--- src/rtl/pwrdn_seq.sv ---
module pwrdn_seq #(
  parameter logic [7:0]  STARTUP_CYCLES = 8'd16,
  parameter logic [7:0]  HOLD_CYCLES    = 8'd4,
  parameter logic [7:0]  BOOT_CYCLES    = 8'd100,
  parameter logic [15:0] VEC_ADDR       = 16'h002C
) (
  input  logic        clk,
  input  logic        rst_n,
  input  logic        pd_pin_n,
  input  logic        force_wr,
  input  logic        idle_stb,
  input  logic        rti_stb,
  input  logic        delay_sel,
  output logic        nmi_req,
  output logic [15:0] nmi_vector,
  output logic        ack,
  output logic        clkout_en,
  output logic        resume_fetch
);

  typedef enum logic [2:0] {BOOT, RUN, PEND, DOWN, START, HOLD} st_t;

  st_t        st;
  logic [1:0] sync_q;
  logic       prev_q, force_q, armed_q, rf_q;
  logic [7:0] cnt;

  wire pin_s   = sync_q[1];
  wire pd_fall = prev_q & ~pin_s;

  always_ff @(posedge clk or negedge rst_n)
    if (!rst_n) begin
      sync_q <= 2'b11;
      prev_q <= 1'b1;
    end else begin
      sync_q <= {sync_q[0], pd_pin_n};
      prev_q <= pin_s;
    end

  always_ff @(posedge clk or negedge rst_n)
    if (!rst_n) begin
      st      <= BOOT;
      cnt     <= '0;
      force_q <= 1'b0;
      armed_q <= 1'b0;
      rf_q    <= 1'b0;
    end else begin
      rf_q <= 1'b0;
      if (force_wr) force_q <= 1'b1;
      case (st)
        BOOT:
          if (cnt == BOOT_CYCLES - 8'd1) begin
            st  <= RUN;
            cnt <= '0;
          end else cnt <= cnt + 8'd1;
        RUN:
          if (pd_fall || force_q) begin
            st      <= PEND;
            armed_q <= pd_fall;
          end
        PEND:
          if (rti_stb) begin
            st      <= RUN;
            force_q <= 1'b0;
            armed_q <= 1'b0;
          end else if (idle_stb) begin
            st      <= DOWN;
            force_q <= 1'b0;
          end
        DOWN:
          if (!pin_s) armed_q <= 1'b1;
          else if (armed_q) begin
            armed_q <= 1'b0;
            cnt     <= '0;
            if (STARTUP_CYCLES != 8'd0) st <= START;
            else if (delay_sel) st <= HOLD;
            else begin
              st   <= RUN;
              rf_q <= 1'b1;
            end
          end
        START:
          if (cnt == STARTUP_CYCLES - 8'd1) begin
            cnt <= '0;
            if (delay_sel) st <= HOLD;
            else begin
              st   <= RUN;
              rf_q <= 1'b1;
            end
          end else cnt <= cnt + 8'd1;
        HOLD:
          if (cnt == HOLD_CYCLES - 8'd1) begin
            st   <= RUN;
            cnt  <= '0;
            rf_q <= 1'b1;
          end else cnt <= cnt + 8'd1;
        default: st <= BOOT;
      endcase
    end

  assign nmi_req      = (st == PEND);
  assign nmi_vector   = VEC_ADDR;
  assign ack          = st inside {BOOT, DOWN, START};
  assign clkout_en    = st inside {RUN, PEND, HOLD};
  assign resume_fetch = rf_q;

  a_r3_idle_powers_down: assert property (@(posedge clk) disable iff (!rst_n)
    (nmi_req && idle_stb && !rti_stb) |=> (ack && !clkout_en && !nmi_req));

  a_r4_rti_aborts: assert property (@(posedge clk) disable iff (!rst_n)
    (nmi_req && rti_stb) |=> (!ack && clkout_en && !nmi_req));

  a_r6_stays_down: assert property (@(posedge clk) disable iff (!rst_n)
    (st == DOWN && !pin_s) |=> (ack && !clkout_en));

  a_r11_single_pulse: assert property (@(posedge clk) disable iff (!rst_n)
    resume_fetch |=> !resume_fetch);

  a_r11_fetch_when_running: assert property (@(posedge clk) disable iff (!rst_n)
    resume_fetch |-> (!ack && clkout_en));

  a_r1_request_only_from_run: assert property (@(posedge clk) disable iff (!rst_n)
    $rose(nmi_req) |-> $past(st == RUN));

endmodule

--- config.mk ---
export PLATFORM = sky130hd
export DESIGN_NAME = pwrdn_seq
export DESIGN_NICKNAME = d
export VERILOG_FILES = /design/src/rtl/pwrdn_seq.sv
export SDC_FILE = /design/constraint.sdc
export NUM_CORES = 1
export LEC_CHECK = 0
export BUFFER_PORTS_ARGS = -buffer_cell sky130_fd_sc_hd__buf_2
export CORE_UTILIZATION = 50
export DETAILED_ROUTE_END_ITERATION = 12
export GPL_TIMING_DRIVEN = 0
export PLACE_DENSITY = 0.75
export SYNTH_ARGS = -nofsm -noshare
export SYNTH_HDL_FRONTEND = slang
export SYNTH_SLANG_ARGS = --single-unit
--- constraint.sdc ---
create_clock -name clk -period 2.2 [get_ports clk]
set_input_delay 0.66 -clock clk [delete_from_list [all_inputs] [get_ports clk]]
set_output_delay 0.66 -clock clk [all_outputs]
set_load 0.02 [all_outputs]
# Yosys cells after proc, flatten, opt, wreduce, memory -nomap -nowiden
# Cells that the tools add are included.
# totals
reg_bits	17
input_bits	7
output_inout_bits	20
word_cells	63
# classes
addsub	1
n_eq_ne	16
n_mux	28
bitwise	2
n_reduce_logical	9
# ops
op	count
two-way mux 8 bit	5
case mux 8 bit (4 select lines)	1
two-way mux 3 bit	9
case mux 3 bit (6 select lines)	1
!= test 2 bit, second input constant	7
two-way mux 1 bit	10
nonzero test 3 bit	3
adder 8 x 1 -> 8 bit, second input constant	1
equality test 8 x 2 -> 1 bit, second input constant	1
equality test 8 x 4 -> 1 bit, second input constant	1
equality test 8 x 7 -> 1 bit, second input constant	1
AND reduction 7 bit	1
equality test 3 x 2 -> 1 bit, second input constant	2
equality test 3 bit, second input constant	2
AND reduction 3 bit	2
nonzero test 4 bit	1
equality test 3 x 1 -> 1 bit, second input constant	1
logical NOT 3 bit	1
!= test 3 bit, second input constant	1
case mux 1 bit (3 select lines)	1
case mux 1 bit (2 select lines)	1
bitwise AND 1 bit	1
logical OR 1 bit	1
NOT 1 bit	1

# Longest topological paths before layout
# Gate-level depths: netlist (run 1).
# logic_depth
ltp_word	5
mapped_depth	7
depth_no_buf	6

# Worst setup path after synthesis (run 1)
# OpenSTA, ideal clock, no wires.
# synth_path
kind	register to output
from	register st[1]
to	output port clkout_en
arrival_time_ns	1.194
required_time_ns	1.540
path_slack_ns	0.346
stages_incl_launch_ff	5
n_path_buf	1
path_cell_list	dfrtp_1 > clkbuf_1 > nand2_1 > or2_2 > nand2_1
# synth_between
elab_chain_len	2
word_cells_on_any_way	4
classes_between	3 x eq/ne; 1 x reduce/logical
# synth_lines
item	line_no	text
start, declared	23	st_t st;
start signal, assigned	42	st <= BOOT;
start signal, assigned	53	st <= RUN;
start signal, assigned	58	st <= PEND;
equality test 3 x 1 -> 1 bit (tied with other cells)	104	assign clkout_en = st inside {RUN, PEND, HOLD};
nonzero test 3 bit *	104	
end, declared	17	output logic clkout_en,
# Mark *: on every way between the ends. The rest lies on a longest branch, timed or not.

# Worst setup path after layout (run 1)
# layout_path
from	register st[0]
to	output port nmi_req
# layout_between
elab_chain_len	1
# layout_lines
item	line_no	text
equality test 3 x 2 -> 1 bit	101	assign nmi_req = (st == PEND);
end, declared	14	output logic nmi_req,
# Every way passes these cells.

==> results of run 1 <==
-- per-stage QoR --
stage | power, W | cell area (sq um) | hold slack [ns] | setup slack [ns]
after floorplan | 0.000896 | 1170 | 0.345 | 0.346
after global placement | 0.000999 | 1250 | 0.349 | 0.152
after detailed placement | 0.00102 | 1250 | 0.349 | 0.157
after CTS | 0.00119 | 1290 | 0.279 | 0.0144
after global routing | 0.00133 | 1320 | 0.288 | -0.0180
final | 0.00123 | 1320 | 0.266 | 0.0728
-- final timing paths --
check	endpoint	start	slack [ns]	cells after the start
max	nmi_req	st[0]	0.07	4
min	st[1]	rst_n	0.27	1
max reg2reg	cnt[0]	cnt[4]	0.27	5
min reg2reg	sync_q[1]	sync_q[0]	0.36	0
max in group asynchronous	prev_q	rst_n	1.63	1
min in group clk	sync_q[1]	sync_q[0]	0.36	0
-- routing by layer --
metal	vias to the layer above	track usage, %	wire (um)
met5	-	0	0
met4	0	7.84	26
met3	4	4.36	159
met2	44	31.5	1070
met1	448	25.3	1010
li1	481	-	-
-- power breakdown --
group | internal (W) | switching (W)
registers | 0.000391 | 0.0000869
logic | 0.000261 | 0.000328
clock network | 0.0000676 | 0.0000963
total | 0.000720 | 0.000511
-- synthesized netlist by cell type (2+ instances only) --
library cell,n
buf_4,16
dfrtp_1,14
nand2_1,10
nor2_1,10
o21ai_1,7
nor3_1,6
nand3_1,5
a21oi_1,4
clkbuf_1,4
nor2b_1,4
a22o_1,3
a31oi_1,3
dfstp_2,3
a21o_1,2
and3_1,2
and3b_1,2
conb_1,2
inv_1,2
mux2_2,2
nor3b_1,2
-- logic make-up after synthesis --
group / count (synthesis)
and+or+nand+nor: 48
DFF: 17
AOI/OAI and AO/OA: 32
other: 2
adders and majority gates: 1
buffers and inverters: 22
muxes: 2
-- final cells by class --
class / instances / area, sq um / area share, %
Multi-Input combinational cell: 99 / 596 / 45.0
Sequential cell: 17 / 432 / 32.6
Buffer: 20 / 140 / 10.6
Timing Repair Buffer: 15 / 87.6 / 6.62
Tap cell: 27 / 33.8 / 2.55
Clock buffer: 3 / 22.5 / 1.70
Inverter: 2 / 7.51 / 0.567
Clock inverter: 1 / 5.00 / 0.378
-- sequential cells by signal, indices dropped and copies added, names as in the netlist --
name	count
armed_q	1
cnt	8
force_q	1
prev_q	1
resume_fetch	1
st	3
sync_q	2
-- worst reg2reg max path, delay by kind of cell, from the launching register on --
family / cells / cell delay, ns
flops: 1 / 0.46
mux: 1 / 0.27
compound gates: 2 / 0.51
simple gates: 2 / 0.58
-- what timing repair did --
item / 4_1_cts / 5_1_grt
gates resized for setup: 4 / 3
pin swaps: 0 / 0
cloned: 0 / 0
endpoints found under the setup margin: 2 / 3
setup buffers: 1 / 4
==> run_results.csv, run 1 <==
group,metric,value,unit
logic_synthesis,synth_xor_area_share,0,%
cells_and_area,final_common_cell,"buf_4",
grt,overflow,0,
clocking,cts_hold_buf,0,
outcome,outcome,"completed",
placement,dpl.hpwl,1590,um
cells_and_area,n_antenna_cell,0,
cells_and_area,syn2layout_area_growth,18.7,%
power,p_leak,0.668,nW
placement,gp_congestion,0.905,
worst_setup_path,worstPathArrival,1.47,ns
clocking,insertion_delay,0.29,ns
clocking,cts_root_buffer,"clkbuf_4",
logic_synthesis,yosys.area_share.simple,23.3,%
clocking,cts.clk_slew.worst_paths,0.10,ns
logic_synthesis,yosysWarnings,0,
worst_setup_path,slowest_stage,"dfrtp_2",
logic_synthesis,synth_compound_area_share,21.5,%
worst_setup_path,critPathKind,"reg -> out",
routing,via_per_inst,5.31,
logic_synthesis,synth_top_family_by_area,"simple AND/OR/NAND/NOR gates",
logic_synthesis,synth_edf_count,0,
cells_and_area,nets,166,
cells_and_area,drive_above_1_share,33.1,%
floorplan,num_rows,16,
worst_setup_path,required,1.54,ns
cells_and_area,stdcell_count,184,
sta,post-route-min-period,2.13,ns
placement,dp_cells,175,
sta,timing.slew.headroom,65.5,%
logic_synthesis,synth_area,1110,sq um
power,ir_drop,0.567,mV
grt,grt_pass1_vias,870,
worst_setup_path,crit_top_cell,"buf_2",
placement,portBuffers,10,
grt,grt_max_degree,18,
logic_synthesis,synthAdderAreaFrac,1.12,%
sta,final_hold_viol_count,0,
floorplan,initial_utilization,55.1,%
routing,ant_nets,0,
worst_setup_path,worstPathCellList,"buf_2, or2_2, inv_1, buf_2",
routing,drtIter0Drc,14,
floorplan,core_region_area,2020,sq um
routing,drc,0,
worst_setup_path,end_kind,"output pin",
grt,grt_pass1_wl,3680,um
sta,slew_viol_final,0,
logic_synthesis,ys_seq_elements,17,
logic_synthesis,syn_inst,124,
logic_synthesis,yosysSeqAreaShare,38.5,%
logic_synthesis,async_flop_share,100,%
worst_setup_path,crit_path_max_fanout,10,
worst_setup_path,worst-path-buf-inv,3,
floorplan,die_h,49.2,um
cells_and_area,final_cell_mix,"buf_4, conb_1, dfrtp_1",
sta,fin_skew,0.00314,ns
worst_setup_path,max_stage_delay,0.45,ns
worst_setup_path,start_kind,"flip-flop",
routing,avgRoutedWirePerCell,12.3,um
power,p_per_area,930,nW/um^2
grt,track_usage,19.6,%
hold_path,hp-class,"in -> async",
clocking,cts_sinks,17,
clocking,cts_tree,"built",
worst_setup_path,crit_family,"flip-flops",
sta,tns,0,ns
routing,vias,977,
clocking,htree_levels,1,
floorplan,io_pins,27,
sta,setup_viol,0,
logic_synthesis,ys.flop_type,"dfrtp_1",
routing,dr.pass1.iters,4,
sta,worstMarginPinSlew,0.516,ns
logic_synthesis,synth_top_area_share,31.4,%
floorplan,dieWidth,49.2,um
grt,grt_antenna_before_repair,0,
clocking,cts_buffer_depth,2,
job,maxCapViolCount,0,
routing,routed_wl,2270,um
cells_and_area,post-route-util,65.5,%
logic_synthesis,synthTopCellsByArea,"dfrtp_1, buf_4, dfstp_2",
logic_synthesis,synth_cell_types,41,
logic_synthesis,synth.area.mux_share,2.02,%
clocking,cts_made_buffers,3,
cells_and_area,nFillCells,167,
logic_synthesis,yosysTopAreaCell,"dfrtp_1",
floorplan,fp.dieArea,2420,sq um
sta,fmax,0.470,GHz
sta,period_share,96.7,%
logic_synthesis,syn_area_per_cell,8.99,sq um
Power figures use the tool's default switching activity.
==> inputs of run 2 (changes only) <==
==> constraint.sdc (replaced) <==
create_clock -name clk -period 2.2 [get_ports clk]
set_input_delay 0.44 -clock clk [delete_from_list [all_inputs] [get_ports clk]]
set_output_delay 0.44 -clock clk [all_outputs]
set_load 0.02 [all_outputs]
==> run 2 against run 1 <==
Critical path type unchanged. Largest cell class unchanged. First-iteration DRC count unchanged. Cell area decreased by 3.3%. Sequential power about the same. Total power decreased by 4.1%. Flip-flop and latch count unchanged. Critical endpoint unchanged. Register-to-register slack about the same.
==> run_results.csv, run 2 (synthesized netlist as in run 1, its figures left out) <==
group,metric,value,unit
sta,slew_viol_final,0,
routing,drtIter0Drc,14,
worst_setup_path,max_stage_delay,0.48,ns
cells_and_area,drive_above_1_share,28.9,%
power,power,0.00118,W
routing,dr.pass1.iters,4,
cells_and_area,largest_register,"cnt",
worst_setup_path,crit_family,"flip-flops",
placement,portBuffers,10,
clocking,htree_levels,1,
worst_setup_path,critPathKind,"reg -> out",
power,combPwrFrac,45.2,%
cells_and_area,stdcell_count,179,
routing,routed.top_layer,"met4",
worst_setup_path,worstPathCellList,"clkbuf_1, or2_2, inv_1, buf_2",
grt,grt_antenna_before_repair,0,
outcome,outcome,"completed",
worst_setup_path,slowest_stage,"dfrtp_1",
worst_setup_path,end_kind,"output pin",
floorplan,initial_utilization,55.1,%
floorplan,dieWidth,49.2,um
clocking,cts_root_buffer,"clkbuf_4",
clocking,cts_buffer_depth,2,
routing,via_per_inst,5.25,
sta,timing.slew.headroom,65.2,%
placement,dp_cells,175,
power,cellInternalPower,0.000681,W
cells_and_area,largest_registers,"cnt x8, st x3, sync_q x2",
sta,fin_hold_ws,0.0476,ns
placement,dpl-instance-area,1250,sq um
cells_and_area,seq_area,429,sq um
power,seq_power_share,40.8,%
grt,overflow,0,
floorplan,fp.dieArea,2420,sq um
floorplan,io_pins,27,
power,p_per_area,922,nW/um^2
sta,worstMarginPinSlew,0.521,ns
routing,vias,940,
hold_path,hp-class,"in -> async",
worst_setup_path,start_kind,"flip-flop",
cells_and_area,nets,161,
cells_and_area,final_cell_mix,"buf_4, conb_1, dfrtp_1",
grt,track_usage,19.4,%
clocking,cts_tree,"built",
cells_and_area,multi_input_area,596,sq um
power,ir_drop,0.599,mV
routing,routed_wl,2110,um
grt,grt_pass1_vias,859,
routing,drc,0,
routing,met1_length,967,um
routing,avgRoutedWirePerCell,11.8,um
sta,setup_viol,0,
routing,wl_met2,975,um
clocking,cts_made_buffers,3,
worst_setup_path,required,1.76,ns
sta,final_hold_viol_count,0,
sta,fin_skew,0.00533,ns
worst_setup_path,crit_path_max_fanout,10,
cells_and_area,final_area,1280,sq um
worst_setup_path,worst-path-buf-inv,3,
sta,post-route-min-period,2.04,ns
sta,tns,0,ns
cells_and_area,nFillCells,175,
clocking,cts_sinks,17,
power,clockPowerShare,14.1,%
job,maxCapViolCount,0,
clocking,cts_hold_buf,0,
grt,grt_max_degree,18,
clocking,postCtsSetupBuffers,0,
cells_and_area,largest_reg_flops,8,
floorplan,num_rows,16,
sta,period_share,92.9,%
cells_and_area,n_antenna_cell,0,
routing,met3WireLength,137,um
routing,ant_nets,0,
sta,rsz0062_at_grt,"no",
placement,dpl.hpwl,1590,um
worst_setup_path,worstPathArrival,1.60,ns
clocking,insertion_delay,0.29,ns
clocking,cts.clk_slew.worst_paths,0.10,ns
grt,grt_pass1_wl,3640,um
floorplan,core_region_area,2020,sq um
floorplan,die_h,49.2,um
power,switching_share,42.3,%
cells_and_area,syn2layout_area_growth,14.8,%
sta,fmax,0.489,GHz
power,p_sw,0.000499,W
power,p_leak,0.640,nW
placement,gp_congestion,0.905,
==> run 2: changes by cell type in the layout (fill, tap and decap cells not counted) <==
cell      delta
dfrtp_2      -2
dfrtp_1      +2
buf_4        -6
clkbuf_2     +1
buf_2        -1
clkbuf_1     +1
==> run 2: routing by layer <==
layer | vias up | GRT usage (%)
li1 | 470 | -
met5 | - | 0
met2 | 37 | 31.1
met1 | 427 | 25.1
met4 | 0 | 7.84
met3 | 6 | 4.36
==> run 2: stage by stage <==
step | util, % | setup slack [ns]
after global routing | 63.3 | 0.0390
after global placement | 61.9 | 0.316
after CTS | 63.2 | 0.0391
final | 63.3 | 0.155
after floorplan | - | 0.531
after detailed placement | 61.9 | 0.335
==> run 2: final cells by class <==
class | count | area share [%]
clock inverter | 1 | 0.391
clock buffer | 3 | 1.76
buffer | 20 | 10.7
multi-input combinational | 99 | 46.5
inverter | 2 | 0.587
tap | 27 | 2.64
timing repair buffer | 10 | 3.91
sequential | 17 | 33.5
==> run 2: what timing repair did <==
| item | 4_1_cts | 5_1_grt |
|---|---|---|
| resized for setup | 0 | 2 |
| hold endpoints to repair | 0 | 0 |
| endpoints found under the setup margin | 0 | 2 |
==> run 2: final timing paths <==
| kind | startpoint | to | slack, ns | cells after the start |
|---|---|---|---|---|
| hold reg to reg | sync_q[0] | sync_q[1] | 0.36 | 0 |
| hold / removal | rst_n | st[1] | 0.05 | 1 |
| setup / recovery | st[0] | nmi_req | 0.16 | 4 |
| max in group asynchronous | rst_n | sync_q[1] | 1.84 | 1 |
| min in group clk | pd_pin_n | sync_q[0] | 0.23 | 1 |
| setup reg to reg | cnt[5] | cnt[0] | 0.27 | 5 |
==> run 2: power by group through the flow <==
stage	registers, W	clock network (W)	logic (W)
after floorplan	0.000460	0	0.000435
after global placement	0.000479	0	0.000520
after CTS	0.000479	0.000171	0.000532
after detailed placement	0.000485	0	0.000532
final	0.000481	0.000166	0.000533
after global routing	0.000495	0.000189	0.000594
==> inputs of run 3 (changes only) <==
==> constraint.sdc (replaced) <==
create_clock -name clk -period 2.4 [get_ports clk]
set_input_delay 0.48 -clock clk [delete_from_list [all_inputs] [get_ports clk]]
set_output_delay 0.48 -clock clk [all_outputs]
set_load 0.02 [all_outputs]
==> run 3 against run 2 <==
Clock power down 8%. Clock skew decreased by 0.0012 ns. Non-clock buffer count unchanged. Register-to-register slack improved by 0.21 ns. Core utilization fell by 0.062 points. Via count shrank 0.96%. Critical path depth rose by 1. Global-route usage is the same. Critical path type unchanged. Highest routed layer unchanged.
==> run_results.csv, run 3 (synthesized netlist as in run 1, its figures left out) <==
group,metric,value,unit
outcome,outcome,"completed",
routing,ant_nets,0,
grt,grt_pass1_vias,859,
sta,period_share,92.2,%
clocking,insertion_delay,0.29,ns
sta,fin_hold_ws,0.0888,ns
clocking,cts_made_buffers,3,
cells_and_area,largest_reg_flops,8,
sta,rsz0062_at_grt,"no",
cells_and_area,largest_registers,"cnt x8, st x3, sync_q x2",
sta,tns,0,ns
grt,grt_antenna_before_repair,0,
routing,via_per_inst,5.20,
power,clockPowerShare,14.0,%
cells_and_area,largest_register,"cnt",
sta,timing.slew.headroom,65.3,%
grt,track_usage,19.4,%
clocking,cts_root_buffer,"clkbuf_4",
worst_setup_path,end_kind,"output pin",
placement,gp_congestion,0.905,
clocking,htree_levels,1,
clocking,cts.clk_slew.worst_paths,0.10,ns
worst_setup_path,worst-r2r-cell-count,5,
power,p_per_area,846,nW/um^2
routing,dr.pass1.iters,4,
clocking,post_cts_resized,0,
clocking,cts_tree,"built",
hold_path,hp-class,"in -> async",
cells_and_area,n_antenna_cell,0,
worst_setup_path,crit_path_max_fanout,10,
power,combPwrFrac,45.1,%
clocking,cts_sinks,17,
job,maxCapViolCount,0,
worst_setup_path,start_kind,"flip-flop",
routing,drc,0,
routing,drtIter0Drc,16,
grt,grt_pass1_wl,3640,um
power,power,0.00108,W
sta,final_hold_viol_count,0,
placement,dpl.hpwl,1590,um
power,ir_drop,0.547,mV
grt,grt_max_degree,18,
floorplan,initial_utilization,55.1,%
sta,fmax,0.452,GHz
power,switching_share,42.3,%
floorplan,core_region_area,2020,sq um
cells_and_area,nets,161,
power,cellInternalPower,0.000624,W
floorplan,fp.dieArea,2420,sq um
cells_and_area,multi_input_area,596,sq um
cells_and_area,syn2layout_area_growth,14.7,%
sta,post-route-min-period,2.21,ns
routing,vias,931,
sta,worstMarginPinSlew,0.520,ns
cells_and_area,seq_area,429,sq um
worst_setup_path,required,1.92,ns
routing,routed_wl,2100,um
placement,portBuffers,10,
cells_and_area,final_cell_mix,"buf_4, conb_1, dfrtp_1",
floorplan,num_rows,16,
clocking,cts_buffer_depth,2,
cells_and_area,drive_above_1_share,28.3,%
sta,setup_viol,0,
sta,fin_skew,0.00415,ns
sta,slew_viol_final,0,
floorplan,dieWidth,49.2,um
worst_setup_path,worstPathArrival,1.73,ns
grt,overflow,0,
power,p_leak,0.636,nW
clocking,cts_hold_buf,0,
floorplan,die_h,49.2,um
clocking,postCtsSetupBuffers,0,
cells_and_area,nFillCells,176,
worst_setup_path,critPathKind,"reg -> out",
routing,avgRoutedWirePerCell,11.8,um
power,p_sw,0.000457,W
floorplan,io_pins,27,
power,seq_power_share,40.9,%
run 3: cell types whose count changed in the layout (fill, tap and decap cells not counted):
cell and change:
clkbuf_2 -1, clkbuf_1 +1
run 3: stage by stage:
| stage | cell area [sq um] | util, % | instances | setup slack, ns |
|---|---|---|---|---|
| after floorplan | 1170 | - | 138 | 0.726 |
| after global routing | 1280 | 63.2 | 179 | 0.0275 |
| after global placement | 1250 | 61.9 | 175 | 0.516 |
| after CTS | 1280 | 63.2 | 179 | 0.199 |
| final | 1280 | 63.2 | 179 | 0.188 |
| after detailed placement | 1250 | 61.9 | 175 | 0.535 |
run 3: layout make-up:
type | instances | area share, %
well taps | 27 | 2.64
repair buffers | 10 | 3.91
inverters | 2 | 0.587
clock inverters | 1 | 0.391
flip-flops and latches | 17 | 33.6
clock buffers | 3 | 1.76
multi-input cells | 99 | 46.6
plain buffers | 20 | 10.6
run 3: worst paths after layout:
check | from | end | slack, ns
min in group clk | pd_pin_n | sync_q[0] | 0.27
setup reg to reg | cnt[4] | cnt[0] | 0.48
max in group asynchronous | rst_n | sync_q[0] | 2.00
setup / recovery | st[1] | nmi_req | 0.19
hold / removal | rst_n | st[1] | 0.09
hold reg to reg | sync_q[0] | sync_q[1] | 0.36
run 3: layer usage:
layer / vias up / GRT usage (%) / wire length, um
met2: 24 / 31.1 / 979
met4: 0 / 7.84 / 22
li1: 470 / - / -
met5: - / 0 / 0
met3: 4 / 4.36 / 89
met1: 433 / 25.1 / 1010
run 3: power by group through the flow:
| stage | logic (W) | registers, W | clock network [W] |
|---|---|---|---|
| 3_3_place_gp | 0.000477 | 0.000439 | 0 |
| 5_1_grt | 0.000544 | 0.000454 | 0.000173 |
| 6_report | 0.000488 | 0.000442 | 0.000152 |
| 3_5_place_dp | 0.000488 | 0.000444 | 0 |
| 2_1_floorplan | 0.000399 | 0.000422 | 0 |
| 4_1_cts | 0.000488 | 0.000439 | 0.000157 |
run 3: critical path, stage by stage (launching register included):
cell and delay, ns:
dfrtp_1 0.44, clkbuf_1 0.35, nand2_1 0.12, or2_2 0.32, inv_1 0.06, buf_2 0.15
